<file path="config.mk">
export PLATFORM = sky130hd
export DESIGN_NAME = sdram_cmd_monitor
export DESIGN_NICKNAME = d
export VERILOG_FILES = /design/src/rtl/sdram_mon_pkg.sv /design/src/rtl/sdram_bank_tracker.sv /design/src/rtl/sdram_act_spacing.sv /design/src/rtl/sdram_cmd_rules.sv /design/src/rtl/sdram_cmd_monitor.sv
export SDC_FILE = /design/constraint.sdc
export NUM_CORES = 1
export LEC_CHECK = 0
export BUFFER_PORTS_ARGS = -buffer_cell sky130_fd_sc_hd__buf_2
export CORE_MARGIN = 5
export CORE_UTILIZATION = 30
export CTS_BUF_LIST = sky130_fd_sc_hd__clkbuf_4
export CTS_CLUSTER_SIZE = 28
export DETAILED_ROUTE_END_ITERATION = 10
export SYNTH_ARGS = -nofsm -noshare
export SYNTH_HDL_FRONTEND = slang
export SYNTH_SLANG_ARGS = --single-unit
</file>
<file path="constraint.sdc">
create_clock -name clk -period 2.1 [get_ports clk]
set_input_delay 0.315 -clock clk [delete_from_list [all_inputs] [get_ports clk]]
set_output_delay 0.315 -clock clk [all_outputs]
set_load 0.05 [all_outputs]
</file>
<file path="src/rtl/sdram_mon_pkg.sv">
`timescale 1ns/1ps
package sdram_mon_pkg;

  typedef enum logic [2:0] {
    CMD_NOP = 3'd0,
    CMD_ACT = 3'd1,
    CMD_RD  = 3'd2,
    CMD_WR  = 3'd3,
    CMD_PRE = 3'd4
  } cmd_e;

  typedef enum logic [1:0] {
    BK_IDLE     = 2'd0,
    BK_OPEN     = 2'd1,
    BK_CLOSING  = 2'd2,
    BK_AUTOWAIT = 2'd3
  } bank_st_e;

  localparam int V_W    = 6;
  localparam int V_RRD  = 0;
  localparam int V_RCD  = 1;
  localparam int V_RP   = 2;
  localparam int V_RAS  = 3;
  localparam int V_ST   = 4;
  localparam int V_BUSY = 5;

endpackage

</file>
<file path="src/rtl/sdram_bank_tracker.sv">
`timescale 1ns/1ps
module sdram_bank_tracker
  import sdram_mon_pkg::*;
#(
  parameter int CNT_W  = 5,
  parameter int T_RP   = 3,
  parameter int AP_DLY = 5,
  parameter int AP_W   = 3
) (
  input  logic             clk,
  input  logic             rst,
  input  logic             open_i,
  input  logic             close_i,
  input  logic             auto_i,
  output logic [1:0]       state_o,
  output logic [CNT_W-1:0] elapsed_o,
  output logic             busy_o
);

  localparam logic [CNT_W-1:0] RP_LAST = CNT_W'(T_RP - 1);
  localparam logic [AP_W-1:0]  AP_LOAD = AP_W'(AP_DLY - 1);
  localparam logic [CNT_W-1:0] EL_MAX  = '1;

  bank_st_e         st;
  logic [CNT_W-1:0] el;
  logic [AP_W-1:0]  apc;
  logic             apf;

  always_ff @(posedge clk) begin
    if (rst) begin
      st  <= BK_IDLE;
      el  <= '0;
      apc <= '0;
      apf <= 1'b0;
    end else begin
      if (el != EL_MAX) el <= el + 1'b1;
      case (st)
        BK_IDLE: begin
          if (open_i) begin
            st <= BK_OPEN;
            el <= CNT_W'(1);
          end
        end
        BK_OPEN: begin
          if (close_i) begin
            st  <= BK_CLOSING;
            el  <= CNT_W'(1);
            apf <= 1'b0;
          end else if (auto_i) begin
            st  <= BK_AUTOWAIT;
            apc <= AP_LOAD;
          end
        end
        BK_AUTOWAIT: begin
          if (apc == '0) begin
            st  <= BK_CLOSING;
            el  <= CNT_W'(1);
            apf <= 1'b1;
          end else begin
            apc <= apc - 1'b1;
          end
        end
        BK_CLOSING: begin
          if (el >= RP_LAST) begin
            st  <= BK_IDLE;
            apf <= 1'b0;
          end
        end
        default: st <= BK_IDLE;
      endcase
    end
  end

  assign state_o   = st;
  assign elapsed_o = el;
  assign busy_o    = (st == BK_AUTOWAIT) || ((st == BK_CLOSING) && apf);

  // the rule logic only opens a bank that is idle
  a_r2_open_from_idle: assert property (@(posedge clk) disable iff (rst)
    open_i |-> st == BK_IDLE);

  // the rule logic only closes a bank that is open
  a_r5_close_from_open: assert property (@(posedge clk) disable iff (rst)
    close_i |-> st == BK_OPEN);

  // the bank waits while the auto-precharge countdown runs
  a_r9_autowait_hold: assert property (@(posedge clk) disable iff (rst)
    (st == BK_AUTOWAIT && apc != '0) |=> st == BK_AUTOWAIT);

  // the internal precharge starts when the countdown ends
  a_r9_autowait_release: assert property (@(posedge clk) disable iff (rst)
    (st == BK_AUTOWAIT && apc == '0) |=> st == BK_CLOSING);

  // a precharging bank never reopens without passing through idle
  a_r6_no_direct_reopen: assert property (@(posedge clk) disable iff (rst)
    st == BK_CLOSING |=> st != BK_OPEN);

endmodule

</file>
<file path="src/rtl/sdram_act_spacing.sv">
`timescale 1ns/1ps
module sdram_act_spacing #(
  parameter int CNT_W = 5,
  parameter int T_RRD = 2
) (
  input  logic clk,
  input  logic rst,
  input  logic act_go_i,
  input  logic act_bank_i,
  input  logic q_bank_i,
  output logic block_o
);

  localparam logic [CNT_W-1:0] RRD_L  = CNT_W'(T_RRD);
  localparam logic [CNT_W-1:0] GAP_MX = '1;

  logic             seen;
  logic             last_bank;
  logic [CNT_W-1:0] gap;

  always_ff @(posedge clk) begin
    if (rst) begin
      seen      <= 1'b0;
      last_bank <= 1'b0;
      gap       <= '0;
    end else if (act_go_i) begin
      seen      <= 1'b1;
      last_bank <= act_bank_i;
      gap       <= CNT_W'(1);
    end else if (gap != GAP_MX) begin
      gap <= gap + 1'b1;
    end
  end

  assign block_o = seen && (q_bank_i != last_bank) && (gap < RRD_L);

  // an accepted ACT never lands inside the other bank's spacing window
  a_r3_act_spacing: assert property (@(posedge clk) disable iff (rst)
    (act_go_i && seen && act_bank_i != last_bank) |-> gap >= RRD_L);

endmodule

</file>
<file path="src/rtl/sdram_cmd_rules.sv">
`timescale 1ns/1ps
module sdram_cmd_rules
  import sdram_mon_pkg::*;
#(
  parameter int NB     = 2,
  parameter int CNT_W  = 5,
  parameter int T_RCD  = 3,
  parameter int T_RAS  = 7,
  parameter int AP_DLY = 5
) (
  input  logic [2:0]                 cmd_i,
  input  logic                       ba_i,
  input  logic                       a10_i,
  input  logic [NB-1:0][1:0]         st_i,
  input  logic [NB-1:0][CNT_W-1:0]   el_i,
  input  logic [NB-1:0]              busy_i,
  input  logic                       rrd_block_i,
  output logic [V_W-1:0]             code_o,
  output logic [NB-1:0]              open_go_o,
  output logic [NB-1:0]              close_go_o,
  output logic [NB-1:0]              auto_go_o
);

  localparam int               SPAN_W = CNT_W + 1;
  localparam logic [CNT_W-1:0] RCD_L  = CNT_W'(T_RCD);
  localparam logic [CNT_W-1:0] RAS_L  = CNT_W'(T_RAS);
  localparam logic [SPAN_W-1:0] RAS_W = SPAN_W'(T_RAS);
  localparam logic [SPAN_W-1:0] AP_L  = SPAN_W'(AP_DLY);

  logic [1:0]        sel_st;
  logic [CNT_W-1:0]  sel_el;
  logic              sel_busy;
  logic [SPAN_W-1:0] ap_span;
  logic [NB-1:0]     is_open;
  logic [NB-1:0]     too_young;

  assign sel_st   = st_i[ba_i];
  assign sel_el   = el_i[ba_i];
  assign sel_busy = busy_i[ba_i];
  assign ap_span  = {1'b0, sel_el} + AP_L;

  for (genvar b = 0; b < NB; b++) begin : g_age
    assign is_open[b]   = (st_i[b] == BK_OPEN);
    assign too_young[b] = is_open[b] && (el_i[b] < RAS_L);
  end

  always_comb begin
    code_o     = '0;
    open_go_o  = '0;
    close_go_o = '0;
    auto_go_o  = '0;
    case (cmd_e'(cmd_i))
      CMD_ACT: begin
        if (sel_busy)                 code_o[V_BUSY] = 1'b1;
        else if (sel_st == BK_OPEN)   code_o[V_ST]   = 1'b1;
        else if (sel_st == BK_CLOSING) code_o[V_RP]  = 1'b1;
        else if (rrd_block_i)         code_o[V_RRD]  = 1'b1;
        else                          open_go_o[ba_i] = 1'b1;
      end
      CMD_RD, CMD_WR: begin
        if (sel_busy)                 code_o[V_BUSY] = 1'b1;
        else if (sel_st != BK_OPEN)   code_o[V_ST]   = 1'b1;
        else if (sel_el < RCD_L)      code_o[V_RCD]  = 1'b1;
        else if (cmd_e'(cmd_i) == CMD_RD && a10_i) begin
          if (ap_span < RAS_W)        code_o[V_RAS]  = 1'b1;
          else                        auto_go_o[ba_i] = 1'b1;
        end
      end
      CMD_PRE: begin
        if (a10_i) begin
          if (|busy_i)                code_o[V_BUSY] = 1'b1;
          else if (|too_young)        code_o[V_RAS]  = 1'b1;
          else                        close_go_o     = is_open;
        end else begin
          if (sel_busy)               code_o[V_BUSY] = 1'b1;
          else if (too_young[ba_i])   code_o[V_RAS]  = 1'b1;
          else if (is_open[ba_i])     close_go_o[ba_i] = 1'b1;
        end
      end
      default: ;
    endcase
  end

endmodule

</file>
<file path="src/rtl/sdram_cmd_monitor.sv">
`timescale 1ns/1ps
module sdram_cmd_monitor
  import sdram_mon_pkg::*;
#(
  parameter int T_RRD = 2,
  parameter int T_RCD = 3,
  parameter int T_RP  = 3,
  parameter int T_RAS = 7,
  parameter int CL    = 3,
  parameter int BL    = 4
) (
  input  logic           clk,
  input  logic           rst,
  input  logic [2:0]     cmd,
  input  logic           ba,
  input  logic           a10,
  output logic [3:0]     bank_state,
  output logic           viol,
  output logic [V_W-1:0] viol_code
);

  localparam int NB     = 2;
  localparam int AP_DLY = BL + CL - 2;
  localparam int AP_W   = (AP_DLY < 2) ? 1 : $clog2(AP_DLY + 1);
  localparam int CNT_W  = $clog2(T_RRD + T_RCD + T_RP + T_RAS + AP_DLY + 2);
  localparam logic [CNT_W-1:0] RCD_L = CNT_W'(T_RCD);

  logic [NB-1:0][1:0]       st_all;
  logic [NB-1:0][CNT_W-1:0] el_all;
  logic [NB-1:0]            busy_all;
  logic [NB-1:0]            open_go, close_go, auto_go;
  logic                     rrd_block;
  logic [V_W-1:0]           code_n;

  for (genvar g = 0; g < NB; g++) begin : g_bank
    sdram_bank_tracker #(
      .CNT_W (CNT_W),
      .T_RP  (T_RP),
      .AP_DLY(AP_DLY),
      .AP_W  (AP_W)
    ) u_bank (
      .clk      (clk),
      .rst      (rst),
      .open_i   (open_go[g]),
      .close_i  (close_go[g]),
      .auto_i   (auto_go[g]),
      .state_o  (st_all[g]),
      .elapsed_o(el_all[g]),
      .busy_o   (busy_all[g])
    );
  end

  sdram_act_spacing #(
    .CNT_W(CNT_W),
    .T_RRD(T_RRD)
  ) u_rrd (
    .clk       (clk),
    .rst       (rst),
    .act_go_i  (|open_go),
    .act_bank_i(open_go[1]),
    .q_bank_i  (ba),
    .block_o   (rrd_block)
  );

  sdram_cmd_rules #(
    .NB    (NB),
    .CNT_W (CNT_W),
    .T_RCD (T_RCD),
    .T_RAS (T_RAS),
    .AP_DLY(AP_DLY)
  ) u_rules (
    .cmd_i      (cmd),
    .ba_i       (ba),
    .a10_i      (a10),
    .st_i       (st_all),
    .el_i       (el_all),
    .busy_i     (busy_all),
    .rrd_block_i(rrd_block),
    .code_o     (code_n),
    .open_go_o  (open_go),
    .close_go_o (close_go),
    .auto_go_o  (auto_go)
  );

  always_ff @(posedge clk) begin
    if (rst) begin
      viol      <= 1'b0;
      viol_code <= '0;
    end else begin
      viol      <= |code_n;
      viol_code <= code_n;
    end
  end

  assign bank_state = st_all;

  // a reported violation carries exactly one cause
  a_r11_one_cause: assert property (@(posedge clk) disable iff (rst)
    viol |-> $countones(viol_code) == 1);

  // no cause is shown without the pulse
  a_r11_quiet_code: assert property (@(posedge clk) disable iff (rst)
    !viol |-> viol_code == '0);

  // a flagged command moves no bank
  a_r11_flag_no_move: assert property (@(posedge clk) disable iff (rst)
    (code_n != '0) |-> (open_go == '0 && close_go == '0 && auto_go == '0));

  // an unflagged READ or WRITE saw at least T_RCD cycles of open time
  a_r4_access_gap: assert property (@(posedge clk) disable iff (rst)
    ((cmd == CMD_RD || cmd == CMD_WR) && code_n == '0) |-> el_all[ba] >= RCD_L);

endmodule

</file>
-- Word level (Yosys, flattened, before mapping)
Cells that the tools add are included.
- register bits after elaboration: 36
- bits in latches: 0
- RAM bits: 0
- memory bits (read-only): 0
- output and inout port bits: 11
- word-level logic and storage cells: 196
- memories kept: 0
- $add $sub $neg: 6
- multiply operators: 0
- div/mod/pow operators: 0
- magnitude comparators: 9
- equality and inequality tests: 33
- shift operators: 0
- muxes and demuxes: 102
- bitwise operators: 0
- reductions and logical operators: 32
- operators by type and width (kind ; count):
    2-to-1 mux 2 bit ; 31
    2-to-1 mux 5 bit ; 10
    2-to-1 mux 1 bit ; 43
    one-hot mux 5 bit (3 select lines) ; 2
    AND reduction 4 bit ; 6
    inequality test 2 bit (second input constant) ; 10
    2-to-1 mux 3 bit ; 6
    one-hot mux 2 bit (4 select lines) ; 2
    adder 5 x 1 -> 5 bit (second input constant) ; 3
    inequality test 5 bit (second input constant) ; 3
    one-hot mux 3 bit (2 select lines) ; 2
    == test 2 bit (second input constant) ; 5
    >= comparator 5 x 2 -> 1 bit (second input constant) ; 2
    < comparator 5 x 2 -> 1 bit (second input constant) ; 2
    < comparator 5 x 3 -> 1 bit (second input constant) ; 2
    inequality test 2 x 1 -> 1 bit (second input constant) ; 5
    logical AND 1 bit ; 8
    OR reduction 2 bit ; 4
    adder 5 x 3 -> 6 bit (second input constant) ; 1
    == test 2 x 1 -> 1 bit (second input constant) ; 3
    == test 3 x 2 -> 1 bit (second input constant) ; 2
    zero test 3 bit ; 2
    < comparator 6 x 3 -> 1 bit (second input constant) ; 1
    inequality test 3 bit (second input constant) ; 2
    15 further kinds ; 25

-- Longest topological paths before layout
Gate-level depths: netlist of run 1.
- word-level depth: 13
- mapped depth: 7
- gate-level depth less buffers: 7

-- Modules after synthesis
From an unflattened synthesis of run 1, not the netlist that was laid out.
- cell total of the unflattened synthesis: 242
- area total of the unflattened synthesis: 2138.3 sq um
- modules (own cells, without submodules) (module ; times used ; cells an instance ; area each (sq um)):
    sdram_bank_tracker ; 2 ; 68 ; 615.6
    sdram_cmd_rules ; 1 ; 58 ; 389.1
    sdram_act_spacing ; 1 ; 31 ; 319.1
    sdram_cmd_monitor ; 1 ; 17 ; 198.9

-- Least setup slack after synthesis of run 1
Ideal clock, no wire load.
- path type: reg-to-reg
- from: reg g_bank[0].u_bank.st[0]
- to: reg g_bank[0].u_bank.st[1]
- setup time: 72 ps
- arrival: 2037 ps
- required time: 2028 ps
- path slack: -9 ps
- cell stages (with the launch flop): 7
- buffers on the path: 1
- period minus slack after synthesis: 2109 ps
- cell sequence: dfxtp_1 -> buf_4 -> or3b_1 -> a21oi_2 -> nand3_1 -> a211oi_2 -> mux2i_1
- word-level cells in the longest chain between the ends: 10
- RTL lines (element ; RTL line ; text):
    from (decl) ; sdram_bank_tracker.sv:24 ; bank_st_e st;
    from (signal assigned) ; sdram_bank_tracker.sv:31 ; st <= BK_IDLE;
    from (signal assigned) ; sdram_bank_tracker.sv:40 ; st <= BK_OPEN;
    from (signal assigned) ; sdram_bank_tracker.sv:46 ; st <= BK_CLOSING;
    == test 2 x 1 -> 1 bit / == test 2 bit (equally long branches) ; sdram_bank_tracker.sv:37, sdram_cmd_rules.sv:43, sdram_bank_tracker.sv:76 ;
    2-to-1 mux 1 bit (implied by the code) (tied with other cells) (2 in a row) ; sdram_cmd_rules.sv:77 ; else if (is_open[ba_i]) close_go_o[ba_i] = 1'b1;
    2-to-1 mux 2 bit (tied with other cells) ; sdram_cmd_rules.sv:77 ;
    2-to-1 mux 2 bit / 2-to-1 mux 1 bit (equally long branches) ; sdram_cmd_rules.sv:76, sdram_cmd_rules.sv:39 ;
    2-to-1 mux 2 bit ; sdram_cmd_rules.sv:75 ; if (sel_busy) code_o[V_BUSY] = 1'b1;
    2-to-1 mux 2 bit ; sdram_cmd_rules.sv:70 ; if (a10_i) begin
    2-to-1 mux 2 bit ; sdram_cmd_rules.sv:52 ; case (cmd_e'(cmd_i))
    inequality test 3 bit (no line) / 2-to-1 mux 2 bit (equally long branches) ; n/a ;
    AND reduction 4 bit (no line) / one-hot mux 2 bit (4 select lines) (equally long branches) ; n/a ;
Parallel ways exist; a longest one is shown, timed or not. The select of a mux whose other input is x is not followed.
A chain may end at the register's enable or synchronous reset.

-- Worst setup path after layout of run 1
- from: reg g_bank[1].u_bank.st[0]
- to: reg viol
- word-level cells in the longest chain between the ends: 9
- RTL lines (element ; RTL line ; text):
    from (decl) ; sdram_bank_tracker.sv:24 ;
    from (signal assigned) ; sdram_bank_tracker.sv:31 ;
    from (signal assigned) ; sdram_bank_tracker.sv:40 ;
    from (signal assigned) ; sdram_bank_tracker.sv:46 ;
    == test 2 x 1 -> 1 bit / == test 2 bit (equally long branches) ; sdram_cmd_rules.sv:43, sdram_bank_tracker.sv:76 ;
    logical AND 1 bit, on equally long branches ; sdram_cmd_rules.sv:44, sdram_bank_tracker.sv:76 ;
    2-to-1 mux 1 bit (implied by the code) / logical OR 1 bit (equally long branches) ; sdram_cmd_rules.sv:76, sdram_bank_tracker.sv:76 ;
    2-to-1 mux 1 bit, on equally long branches (2 in a row) ; sdram_cmd_rules.sv:76, sdram_cmd_rules.sv:39 ;
    2-to-1 mux 1 bit, on equally long branches ; sdram_cmd_rules.sv:75, sdram_cmd_rules.sv:54, sdram_cmd_rules.sv:61 ;
    2-to-1 mux 1 bit ; sdram_cmd_rules.sv:70 ;
    one-hot mux 1 bit (2 select lines) ; sdram_cmd_rules.sv:52 ;
    OR reduction 6 bit (*) ; sdram_cmd_monitor.sv:90 ; viol <= |code_n;
    to (signal assigned) ; sdram_cmd_monitor.sv:90 ;
    to (decl) ; sdram_cmd_monitor.sv:18 ; output logic viol,
Every way passes the cells marked *; elsewhere a longest branch is shown, timed or not. The select of a mux whose other input is x is not followed.

==> results of run 1 <==
logic make-up (layout without fill, tap and decap cells):
| logic type | after synthesis | after routing | share of synthesized area |
|---|---|---|---|
| flip-flops | 36 | 36 | 0.349 |
| AO/OA/AOI/OAI | 62 | 62 | 0.226 |
| XOR/XNOR | 14 | 14 | 0.0593 |
| multiplexers | 4 | 4 | 0.0194 |
| buffers and inverters | 19 | 45 | 0.0375 |
| AND/OR/NAND/NOR | 92 | 92 | 0.249 |
| adder cells (fa/ha/maj) | 10 | 10 | 0.0605 |
power by group through the flow:
stage | clock, mW | sequential, mW | combinational [mW]
3_5_place_dp | 0 | 0.749 | 0.205
4_1_cts | 0.366 | 0.734 | 0.206
2_1_floorplan | 0 | 0.758 | 0.136
3_3_place_gp | 0 | 0.749 | 0.202
6_report | 0.344 | 0.734 | 0.205
5_1_grt | 0.397 | 0.740 | 0.230
routing by layer:
metal  vias up  track usage
li1        919            -
met1       807        0.135
met2        25        0.180
met3         7       0.0338
met4         0       0.0391
met5         -            0
cells in the final DEF, fill, tap and decap left out, types with 2 or more instances in the layout:
| cell type | netlist | layout |
|---|---|---|
| buf_2 | 2 | 17 |
| a21oi_1 | 12 | 12 |
| clkbuf_4 | 0 | 6 |
| nand2b_1 | 8 | 8 |
| nor3_1 | 10 | 10 |
| mux2i_1 | 4 | 4 |
| a211oi_1 | 2 | 2 |
| xnor2_1 | 11 | 11 |
| or3_1 | 4 | 4 |
| o211ai_1 | 3 | 3 |
| and3_1 | 3 | 3 |
| ha_1 | 10 | 10 |
| a21boi_1 | 2 | 2 |
| inv_1 | 11 | 11 |
| a31o_2 | 2 | 2 |
| or4b_4 | 2 | 2 |
| a211o_1 | 2 | 2 |
| nor3b_2 | 3 | 3 |
| o311ai_2 | 2 | 2 |
| buf_4 | 1 | 10 |
| nor2b_1 | 5 | 5 |
| xor2_1 | 3 | 3 |
| o31a_1 | 2 | 2 |
| a31oi_1 | 7 | 7 |
| nand2_1 | 12 | 12 |
| dfxtp_1 | 36 | 35 |
| nand4_1 | 5 | 5 |
| a21boi_0 | 3 | 3 |
| o21ai_0 | 5 | 5 |
| o31ai_1 | 4 | 4 |
| nand3_1 | 8 | 8 |
| nor2_1 | 24 | 24 |
final cells by class:
cell class / count / share of cell area
clock buffer: 6 / 0.0192
multi-input combinational: 182 / 0.543
tap: 80 / 0.0426
inverter: 11 / 0.0176
timing repair buffer: 27 / 0.0682
clock inverter: 1 / 0.00213
sequential: 36 / 0.308
per-stage QoR:
step | util | area (µm²) | worst slack [ns]
after floorplan | - | 2070 | 0.0708
after global placement | 0.339 | 2290 | 0.177
after detailed placement | 0.339 | 2290 | 0.148
after CTS | 0.347 | 2340 | 0.133
after global routing | 0.347 | 2350 | 0.00562
final | 0.347 | 2350 | 0.181
registers in the layout (all words and copies together) (netlist names):
register and flops:
g_bank.u_bank.elapsed_o 10, g_bank.u_bank.apc 6, viol_code 6, u_rrd.gap 5, g_bank.u_bank.state_o 4, g_bank.u_bank.apf 2
u_rrd.last_bank 1, u_rrd.seen 1, viol 1
worst min-delay path: stages:
cell and delay (ns):
buf_2 0.12, nor2_1 0.10, a22oi_1 0.11, nor2_1 0.09
what timing repair did:
action	CTS	global route
gates resized for setup	0	2
hold buffers	0	0
endpoints found under the setup margin	0	5
worst max-delay path by stage:
| stage | end | depth (start not counted) | start | slack, ns |
|---|---|---|---|---|
| after floorplan | g_bank[0].u_bank.elapsed_o[1]$_SDFF_PP0_ | 6 | g_bank[0].u_bank.state_o[1]$_SDFFE_PP0P_ | 0.07 |
| after global placement | g_bank[0].u_bank.state_o[1]$_SDFFE_PP0P_ | 6 | ba | 0.18 |
| after detailed placement | g_bank[0].u_bank.elapsed_o[1]$_SDFF_PP0_ | 5 | g_bank[0].u_bank.state_o[0]$_SDFFE_PP0P_ | 0.15 |
| after CTS | g_bank[0].u_bank.elapsed_o[1]$_SDFF_PP0_ | 5 | g_bank[0].u_bank.state_o[0]$_SDFFE_PP0P_ | 0.13 |
| after global routing | g_bank[1].u_bank.elapsed_o[2]$_SDFF_PP0_ | 5 | g_bank[0].u_bank.state_o[1]$_SDFFE_PP0P_ | 0.006 |
| final | viol$_SDFF_PP0_ | 5 | g_bank[1].u_bank.state_o[0]$_SDFFE_PP0P_ | 0.18 |
==> results.md, run 1 <==
* Outcome: finished clean
* DRC Markers at 0
* Layout cells sized above 1 at 0.202
* Worst EP arrival at 2.17 ns
* Final count of negative-setup-slack endpoints at 0
* Hold Crit Class: in -> reg
* Vias per std cell at 5.13
* Synthesized area at 2070 µm²
* Rel. slew slack at 0.614
* Hold Fails Final Rpt at 0
* Root Driver: clkbuf_4
* Boundary pin count at 18
* Clk buf depth at 2
* Count leader, synth: dfxtp_1
* Seq/Total Area, Yosys at 0.349
* Worst Hold Path Cells at 4
* Type of the worst setup path: reg -> reg
* Fin crit share at 0.914
* DRT iter0 DRCs at 68
* Delay-heaviest family, CP: simple AND/OR/NAND/NOR gates
* Register area at 722 µm²
* Initial core utilization at 0.306
* Pwr per Cell Area at 547 nW/µm²
* Top sig layer: met4
* Area of the multi-input gates at 1270 µm²
* Worst Clk Skew at 0.00537 ns
* Detailed placement HPWL at 3.38 mm
* R2r setup slk at 0.18 ns
* Ranking of synthesized cells by area: dfxtp_1 (35%), ha_1 (6.1%), xnor2_1 (4.7%)
* Setup TNS at 0 ns
* CP Max Fanout at 6
* Total Power at 1.28 mW
* Critical Path Start Type: flip-flop
* Nets at 280
* Initial antenna violation count at 0
* Comb pwr share at 0.160
* Via count at 1,758
* Die H at 93.0 µm
* Clock Power Share at 0.268
* Clock sinks at 36
* Mapped Nets at 254
* RePlAce Congestion at 0.779
* Std cell rows at 30
* Detail Route met2 WL at 1.99 mm
* FMAX at 521 MHz
* H-tree levels at 2
* Crit-path cells: or4b_4 > nor2_2 > a21boi_0 > o2111ai_1 > a41oi_1
* Fill count at 702
* Antenna-violating nets left at 0
* Aggregate global-route resource usage at 0.109
* WL met3 at 186 µm
* Post-detailed-route wirelength per cell at 12.8 µm
* HP Start: cmd[2]
* Placed cell count at 336
* Slew of the pin with the lowest slew margin at 0.579 ns
* Yosys cell types at 55
* Synth Warn # at 0
* Sw frac at 0.277
* Top FF cell, synth: dfxtp_1
* Peak supply drop at 181 µV
* CP required at 2.36 ns
* Drt total wl at 4.39 mm
* Crit path largest cell delay at 0.53 ns
* CTS tree: done
* Post-synthesis cell count at 237
* Core area at 6760 µm²
* Maximum number of pins on one net before global-route repair at 33
* CTS Buf Count at 5
* Reg-to-reg critical path endpoint: viol$_SDFF_PP0_
* Post-synth top cells: dfxtp_1 (36), nor2_1 (24), a21oi_1 (12), nand2_1 (12)
* Number of flops mapped to enable cells by yosys at 0
* WL met1 at 2.14 mm
* NetSw at 355 µW
* Non-Filler Instances at 343
* Avg Synthesized Cell Area at 8.72 µm²
* Area share of the largest cell type after synthesis at 0.349
* Post-CTS Setup Inserts at 0
* P&R area growth vs syn at 13.6%
* Die ar. at 8650 µm²
* Fin crit period at 1.92 ns
* DRT Pass-1 Iters at 4
* Min-Delay Endpoint: viol_code[5]$_SDFF_PP0_
* Total congestion overflow at 0
* Leak at 0.904 nW
* Seq pwr share at 0.572
* Internal power at 928 µW
* Clock Pin Slew Worst Setup and Hold Paths at 0.10 ns
* Slew Limit Fails at 0
* Chip width at 93.0 µm
* Max Cap Viol at 0
* First-pass GRT wire length at 7.59 mm
* Async set-reset flop share out of synthesis at 0
* Ant diodes at 0
* Clk_lat worst skew at 0.33 ns
* Slowest cell on crit path: or4b_4
* Register-to-Register Path Depth at 5
* Type of element capturing the critical path: flip-flop
* RSZ-0062 raised after global routing: no
* Buf+Inv Stages, Crit Path at 0
* Seq cells post-synth at 36
* Worst R2R Start: g_bank[1].u_bank.state_o[0]$_SDFFE_PP0P_
* Number of global-route vias before repair at 1,671
* PortBufs at 17
* Hold_ws at 0.436 ns
* Most area-hungry cell type in the Yosys netlist: dfxtp_1
Note: power is estimated with default switching activity, not from simulation.
==> inputs of run 2 (changes only) <==
--- a/config.mk
+++ b/config.mk
@@ -13,4 +13,5 @@
 export DETAILED_ROUTE_END_ITERATION = 10
 export SYNTH_ARGS = -nofsm -noshare
 export SYNTH_HDL_FRONTEND = slang
+export SYNTH_HIERARCHICAL = 1
 export SYNTH_SLANG_ARGS = --single-unit
==> run 2 against run 1 <==
  * Critical path depth up 3
  * Via count up 7.0%
  * Clock skew about the same
  * Hold slack worse by 0.073 ns
  * Register-to-register slack worse by 0.08 ns
  * Area after synthesis up 3.5%
  * Die area up 3.1%
  * Sequential power down 2%
  * Synthesized cell count up 2.1%
  * Largest power group unchanged
  * Highest routed layer unchanged
==> results.md, run 2 <==
* Vias per std cell at 4.87 (-4.9%)
* Total congestion overflow at 0 (unchanged)
* Most frequent cells in the layout: buf_4 (32), dfxtp_1 (31), nor2_1 (19)
* Top FF cell, synth: dfxtp_1
* Fin crit period at 2.00 ns (+0.0787 ns)
* Seq pwr share at 0.550 (-0.022)
* Ranking of synthesized cells by area: dfxtp_1 (34%), ha_1 (5.9%), nor2_1 (4.7%)
* Worst EP arrival at 2.23 ns (+0.06 ns)
* Internal power at 944 µW (+1.6%)
* Worst Clk Skew at 0.00563 ns (+0.000258 ns)
* Yosys cell types at 52 (-5.5%)
* Critical Path Start Type: flip-flop
* Clock Pin Slew Worst Setup and Hold Paths at 0.10 ns (about the same)
* CP Max Fanout at 4 (-2)
* H-tree levels at 2 (unchanged)
* Synthesized area at 2140 µm² (+3.5%)
* Avg Synthesized Cell Area at 8.84 µm² (+1.3%)
* Sw frac at 0.275 (-0.00151)
* Setup ws final at 0.102 ns (-0.0787 ns)
* Type of element capturing the critical path: flip-flop
* RePlAce Congestion at 0.893 (+15%)
* FMAX at 501 MHz (-3.9%)
* Number of global-route vias before repair at 1,794 (+7.4%)
* Post-synthesis cell count at 242 (+2.1%)
* Most area-hungry cell type in the Yosys netlist: dfxtp_1
* Detailed placement HPWL at 3.60 mm (+6.7%)
* First-pass GRT wire length at 8.03 mm (+5.8%)
* Chip width at 94.4 µm (+1.5%)
* Aggregate global-route resource usage at 0.111 (+0.00192)
* Hold Fails Final Rpt at 0 (unchanged)
* Setup TNS at 0 ns (unchanged)
* Worst Hold Path Cells at 2 (-2)
* Nets at 306 (+9.3%)
* Rel. slew slack at 0.637 (+0.0223)
* Number of flops mapped to enable cells by yosys at 0 (unchanged)
* Reg-to-reg critical path endpoint: g_bank[0].u_bank/apc[1]$_SDFFE_PP0P_
* Worst R2R Start: g_bank[1].u_bank/elapsed_o[0]$_SDFF_PP0_
* Clk_lat worst skew at 0.34 ns (about the same)
* Max reg flops at 10 (unchanged)
* Initial antenna violation count at 0 (unchanged)
* DRC Markers at 0 (unchanged)
* Mapped Nets at 259 (+2.0%)
* Async set-reset flop share out of synthesis at 0 (unchanged)
* Setup WS pre-CTS at -0.0793 ns (-0.227 ns)
* Clock sinks at 36 (unchanged)
* Root Driver: clkbuf_4
* HP Start: rst
* Maximum number of pins on one net before global-route repair at 19 (-42%)
* Comb pwr share at 0.159 (about the same)
* Peak supply drop at 151 µV (-17%)
* Std cell rows at 30 (unchanged)
* Seq/Total Area, Yosys at 0.337 (-0.0116)
* Count leader, synth: dfxtp_1
* Fin crit share at 0.951 (+0.0375)
* R2r setup slk at 0.10 ns (-0.08 ns)
* Post-synth top cells: dfxtp_1 (36), nor2_1 (27), nor2b_1 (16)
* Seq cells post-synth at 36 (unchanged)
* NetSw at 358 µW (+0.88%)
* Clock Power Share at 0.290 (+0.022)
* Pwr per Cell Area at 487 nW/µm² (-11%)
* Post-detailed-route wirelength per cell at 12.3 µm (-3.7%)
* Core area at 6870 µm² (+1.7%)
* Final count of negative-setup-slack endpoints at 0 (unchanged)
* Die H at 94.4 µm (+1.5%)
* PortBufs at 17 (unchanged)
* Max Cap Viol at 0 (unchanged)
* Hold Crit Class: in -> reg
* Slew Limit Fails at 0 (unchanged)
* Clk buf depth at 2 (unchanged)
* Type of the worst setup path: reg -> reg
* CTS tree: done
* Register-to-Register Path Depth at 8 (+3)
* Ant diodes at 0 (unchanged)
* DRT iter0 DRCs at 64 (-5.9%)
* P&R area growth vs syn at 24.9%
* Area share of the largest cell type after synthesis at 0.337 (-0.0116)
* CP required at 2.33 ns (-0.03 ns)
* Antenna-violating nets left at 0 (unchanged)
* Synth Warn # at 6 (+6)
* Slew of the pin with the lowest slew margin at 0.540 ns (-0.0384 ns)
* Die ar. at 8920 µm² (+3.1%)
* Boundary pin count at 18 (unchanged)
* Initial core utilization at 0.311 (+0.00537)
* Via count at 1,881 (+7.0%)
* Min-Delay Endpoint: u_rrd/last_bank$_SDFFE_PP0P_
* Commonest non-fill, non-tap cell in the layout: buf_4
* DRT Pass-1 Iters at 4 (unchanged)
* Outcome: finished clean
* Layout cells sized above 1 at 0.307 (+0.105)
* Leak at 1.02 nW (+13%)
* CTS Buf Count at 5 (unchanged)
* Drt total wl at 4.76 mm (+8.4%)
-- run 2: changes by cell type after synthesis, sizes merged, moves of 4 or more --
cell    before  now
nor3b        4    0
nand2b       8    2
or3          4    0
buf          3    7
nor4b        0    4
nor4         1    6
nor2b        5   16
mux2i        4    9
xnor2       11    7
a21boi       5    0
a31oi        8    4
-- run 2: cells by family (layout without fill, tap and decap cells) --
logic type | after synthesis | after routing | share of synthesized area
XOR/XNOR | 12 | 12 | 0.0492
AO/OA/AOI/OAI | 51 | 51 | 0.163
AND/OR/NAND/NOR | 102 | 102 | 0.294
buffers and inverters | 21 | 69 | 0.0486
multiplexers | 10 | 10 | 0.0492
adder cells (fa/ha/maj) | 10 | 10 | 0.0585
flip-flops | 36 | 36 | 0.337
-- run 2: timing repair --
item                                    in CTS  in global routing
hold buffers                                 0                  0
endpoints found under the setup margin       0                 14
gates resized for setup                      0                  9
setup buffers                                0                  4
-- run 2: routing by layer --
metal	wire, µm	global-route usage
met1	2300	0.137
met2	2210	0.187
met3	154	0.0215
met4	83	0.0517
met5	0	0
-- run 2: area by class of cell --
type                       count  area, µm²
tap                           96        120
inverter                      12       45.0
sequential                    36        737
clock buffer                   7       52.6
fill                         700       4200
timing repair buffer          49        325
multi-input combinational    185       1390
clock inverter                 1       3.75
-- run 2: how the worst max path moves through the flow --
stage                                                   startpoint                                       end  cells after the start
after detailed placement                                        ba  g_bank[0].u_bank/elapsed_o[4]$_SDFF_PP0_                     10
after global placement                                          ba  g_bank[0].u_bank/elapsed_o[1]$_SDFF_PP0_                     10
final                     g_bank[1].u_bank/elapsed_o[0]$_SDFF_PP0_      g_bank[0].u_bank/apc[1]$_SDFFE_PP0P_                      8
after floorplan           g_bank[1].u_bank/state_o[0]$_SDFFE_PP0P_  g_bank[1].u_bank/elapsed_o[1]$_SDFF_PP0_                     10
after CTS                 g_bank[1].u_bank/state_o[0]$_SDFFE_PP0P_      g_bank[0].u_bank/apc[0]$_SDFFE_PP0P_                      9
after global routing      g_bank[1].u_bank/elapsed_o[0]$_SDFF_PP0_  g_bank[0].u_bank/elapsed_o[1]$_SDFF_PP0_                      8
-- run 2: stage by stage --
step | total power [mW] | std cells | area, µm² | hold slack (ns) | utilization
after detailed placement | 0.929 | 374 | 2550 | 0.456 | 0.371
after global routing | 1.38 | 386 | 2670 | 0.365 | 0.389
after global placement | 0.928 | 374 | 2550 | 0.445 | 0.371
final | 1.30 | 386 | 2670 | 0.363 | 0.389
after CTS | 1.31 | 382 | 2600 | 0.342 | 0.379
after floorplan | 0.861 | 242 | 2200 | 0.384 | -
-- run 2: critical path: stages, from the launching register on --
cell	delay, ns
dfxtp_1	0.33
and2_4	0.17
a2111o_1	0.45
a31oi_2	0.21
nor2_2	0.08
buf_4	0.14
nand4bb_1	0.24
o21ai_0	0.15
o32ai_2	0.10
-- run 2: power by group through the flow --
stage                     Combinational [mW]  Sequential [mW]  Clock (mW)
after floorplan                        0.108            0.754           0
after global placement                 0.198            0.731           0
after detailed placement               0.198            0.731           0
after CTS                              0.200            0.715       0.400
after global routing                   0.229            0.720       0.427
final                                  0.208            0.716       0.378
==> inputs of run 3 (changes only) <==
==> constraint.sdc (replaced) <==
create_clock -name clk -period 2.5 [get_ports clk]
set_input_delay 0.375 -clock clk [delete_from_list [all_inputs] [get_ports clk]]
set_output_delay 0.375 -clock clk [all_outputs]
set_load 0.05 [all_outputs]
==> run 3 against run 2 <==
  * Hold slack better by 0.036 ns
  * Power is 19% lower
  * Clock power is 20% lower
  * Worst setup slack better by 0.13 ns
  * Fmax is 12% lower
  * Critical endpoint is now g_bank[1].u_bank/elapsed_o[1]$_SDFF_PP0_
==> results.md, run 3 (synthesis results as in run 2) <==
* CP Max Fanout at 5 (+1)
* Fin crit share at 0.905 (-0.0462)
* Ant diodes at 0 (unchanged)
* Pwr per Cell Area at 438 nW/µm² (-10%)
* Antenna-violating nets left at 0 (unchanged)
* Register-to-Register Path Depth at 10 (+2)
* Delay-heaviest family, CP: simple AND/OR/NAND/NOR gates
* Drt total wl at 4.72 mm (-0.65%)
* Root Driver: clkbuf_4
* Internal power at 760 µW (-19%)
* Slew of the pin with the lowest slew margin at 0.426 ns (-0.114 ns)
* Outcome: finished clean
* H-tree levels at 2 (unchanged)
* Post-CTS Setup Inserts at 0 (unchanged)
* Comb pwr share at 0.134 (-0.025)
* Type of the worst setup path: reg -> reg
* Initial core utilization at 0.311 (unchanged)
* Hold Fails Final Rpt at 0 (unchanged)
* DRT Pass-1 Iters at 4 (unchanged)
* Leak at 0.882 nW (-13%)
* Critical Path Start Type: flip-flop
* Max Cap Viol at 0 (unchanged)
* Clk buf depth at 2 (unchanged)
* Critical Path End: g_bank[1].u_bank/elapsed_o[1]$_SDFF_PP0_
* Setup TNS at 0 ns (unchanged)
* Max reg flops at 10 (unchanged)
* Post-detailed-route wirelength per cell at 13.0 µm (+5.9%)
* Slew Limit Fails at 0 (unchanged)
* Hold buffer count at cts at 0 (unchanged)
* RSZ-0062 raised after global routing: no
* Rel. slew slack at 0.709 (+0.0721)
* Most frequent cells in the layout: dfxtp_1 (34), nor2_1 (27), buf_2 (17)
* Core area at 6870 µm² (unchanged)
* Vias per std cell at 4.98 (+2.3%)
* Boundary pin count at 18 (unchanged)
* Maximum number of pins on one net before global-route repair at 22 (+3)
* NetSw at 296 µW (-17%)
* Number of global-route vias before repair at 1,741 (-3.0%)
* PortBufs at 17 (unchanged)
* CTS Buf Count at 5 (unchanged)
* CTS tree: done
* Chip width at 94.4 µm (unchanged)
* Die H at 94.4 µm (unchanged)
* Critical Path Stages at 10 (+2)
* Reg-to-reg critical path endpoint: g_bank[1].u_bank/elapsed_o[1]$_SDFF_PP0_
* Most frequent CP cell: nor2_1
* First-pass GRT wire length at 7.88 mm (-1.9%)
* DRT iter0 DRCs at 93 (+45%)
* Hold_ws at 0.399 ns (+0.0361 ns)
* CP required at 2.72 ns (+0.39 ns)
* Total congestion overflow at 0 (unchanged)
* DRC Markers at 0 (unchanged)
* Nets at 283 (-7.5%)
* Crit path largest cell delay at 0.37 ns (-0.08 ns)
* Worst R2R Start: g_bank[0].u_bank/apf$_SDFFE_PP0P_
* Final count of negative-setup-slack endpoints at 0 (unchanged)
* Seq pwr share at 0.578 (+0.028)
* Initial antenna violation count at 0 (unchanged)
* Setup WS pre-CTS at 0.228 ns (+0.307 ns)
* Setup ws final at 0.237 ns (+0.135 ns)
* Layout cells sized above 1 at 0.184 (-0.123)
* FMAX at 442 MHz (-12%)
* Hold Crit Class: in -> reg
* Die ar. at 8920 µm² (unchanged)
* Worst Clk Skew at 0.00690 ns (+0.00128 ns)
* Clk_lat worst skew at 0.34 ns (about the same)
* Clock sinks at 36 (unchanged)
* Clock Pin Slew Worst Setup and Hold Paths at 0.11 ns (about the same)
* Worst EP arrival at 2.48 ns (+0.25 ns)
* Std cell rows at 30 (unchanged)
* Buf+Inv Stages, Crit Path at 1 (unchanged)
* Crit-path cells: nor2_1 > nor2_1 > mux2_4 > nor2_1 > nand2_1 > nor4bb_2 > buf_4 > mux2i_1 > o211ai_1 > a211oi_1
* Slowest cell on crit path: o211ai_1
* P&R area growth vs syn at 12.8%
* Clock Power Share at 0.288 (-0.002)
* Commonest non-fill, non-tap cell in the layout: dfxtp_1
* Via count at 1,804 (-4.1%)
* Setup crit start: g_bank[0].u_bank/apf$_SDFFE_PP0P_
* R2r setup slk at 0.24 ns (+0.13 ns)
* RePlAce Congestion at 0.883 (-1.1%)
* Sw frac at 0.280 (+0.00480)
* Detailed placement HPWL at 3.41 mm (-5.3%)
* Peak supply drop at 138 µV (-8.6%)
* Fin crit period at 2.26 ns (+0.265 ns)
* Type of element capturing the critical path: flip-flop
* Post-CTS Resized at 0 (unchanged)
* Aggregate global-route resource usage at 0.110 (-0.00140)
## run 3: changes by cell type in the layout (fill, tap and decap cells not counted), sizes merged
cell,delta
buf,-23
clkbuf,-1
## run 3: cell type report
type / count / area [µm²]
Inverter: 12 / 45.0
Clock inverter: 1 / 5.00
Timing Repair Buffer: 26 / 153
Fill cell: 708 / 4460
Clock buffer: 6 / 45.0
Multi-Input combinational cell: 185 / 1320
Sequential cell: 36 / 723
Tap cell: 96 / 120
## run 3: power by group through the flow
stage	logic (mW)	registers, mW	clock network (mW)
2_1_floorplan	0.0860	0.636	0
3_3_place_gp	0.138	0.623	0
3_5_place_dp	0.140	0.624	0
4_1_cts	0.141	0.611	0.324
5_1_grt	0.158	0.614	0.340
6_report	0.141	0.611	0.304
## run 3: per-stage QoR
step	util	area (µm²)	instances	total power, mW
after CTS	0.351	2410	362	1.08
after detailed placement	0.344	2360	355	0.764
after global routing	0.351	2410	362	1.11
after floorplan	-	2150	242	0.722
final	0.351	2410	362	1.06
after global placement	0.344	2360	355	0.761
## run 3: worst min path at each step
stage / start / to / cells after the start / slack [ns]
2_1_floorplan: u_rrd/seen$_SDFFE_PP0P_ / u_rrd/seen$_SDFFE_PP0P_ / 2 / 0.43
6_report: cmd[2] / viol_code[4]$_SDFF_PP0_ / 3 / 0.40
4_1_cts: cmd[2] / viol_code[4]$_SDFF_PP0_ / 3 / 0.37
5_1_grt: cmd[2] / viol_code[4]$_SDFF_PP0_ / 3 / 0.40
3_5_place_dp: u_rrd/seen$_SDFFE_PP0P_ / u_rrd/seen$_SDFFE_PP0P_ / 2 / 0.45
3_3_place_gp: u_rrd/seen$_SDFFE_PP0P_ / u_rrd/seen$_SDFFE_PP0P_ / 2 / 0.45
## run 3: layer usage
layer	share of wire	GRT usage	up-vias
met4	0.017	0.0469	0
met5	0	0	-
met1	0.48	0.137	840
met2	0.46	0.183	30
li1	-	-	928
met3	0.040	0.0223	6
## run 3: worst min-delay path, stage by stage
cell and delay, ns:
buf_2 0.13, nor3_1 0.08, nor2b_1 0.12
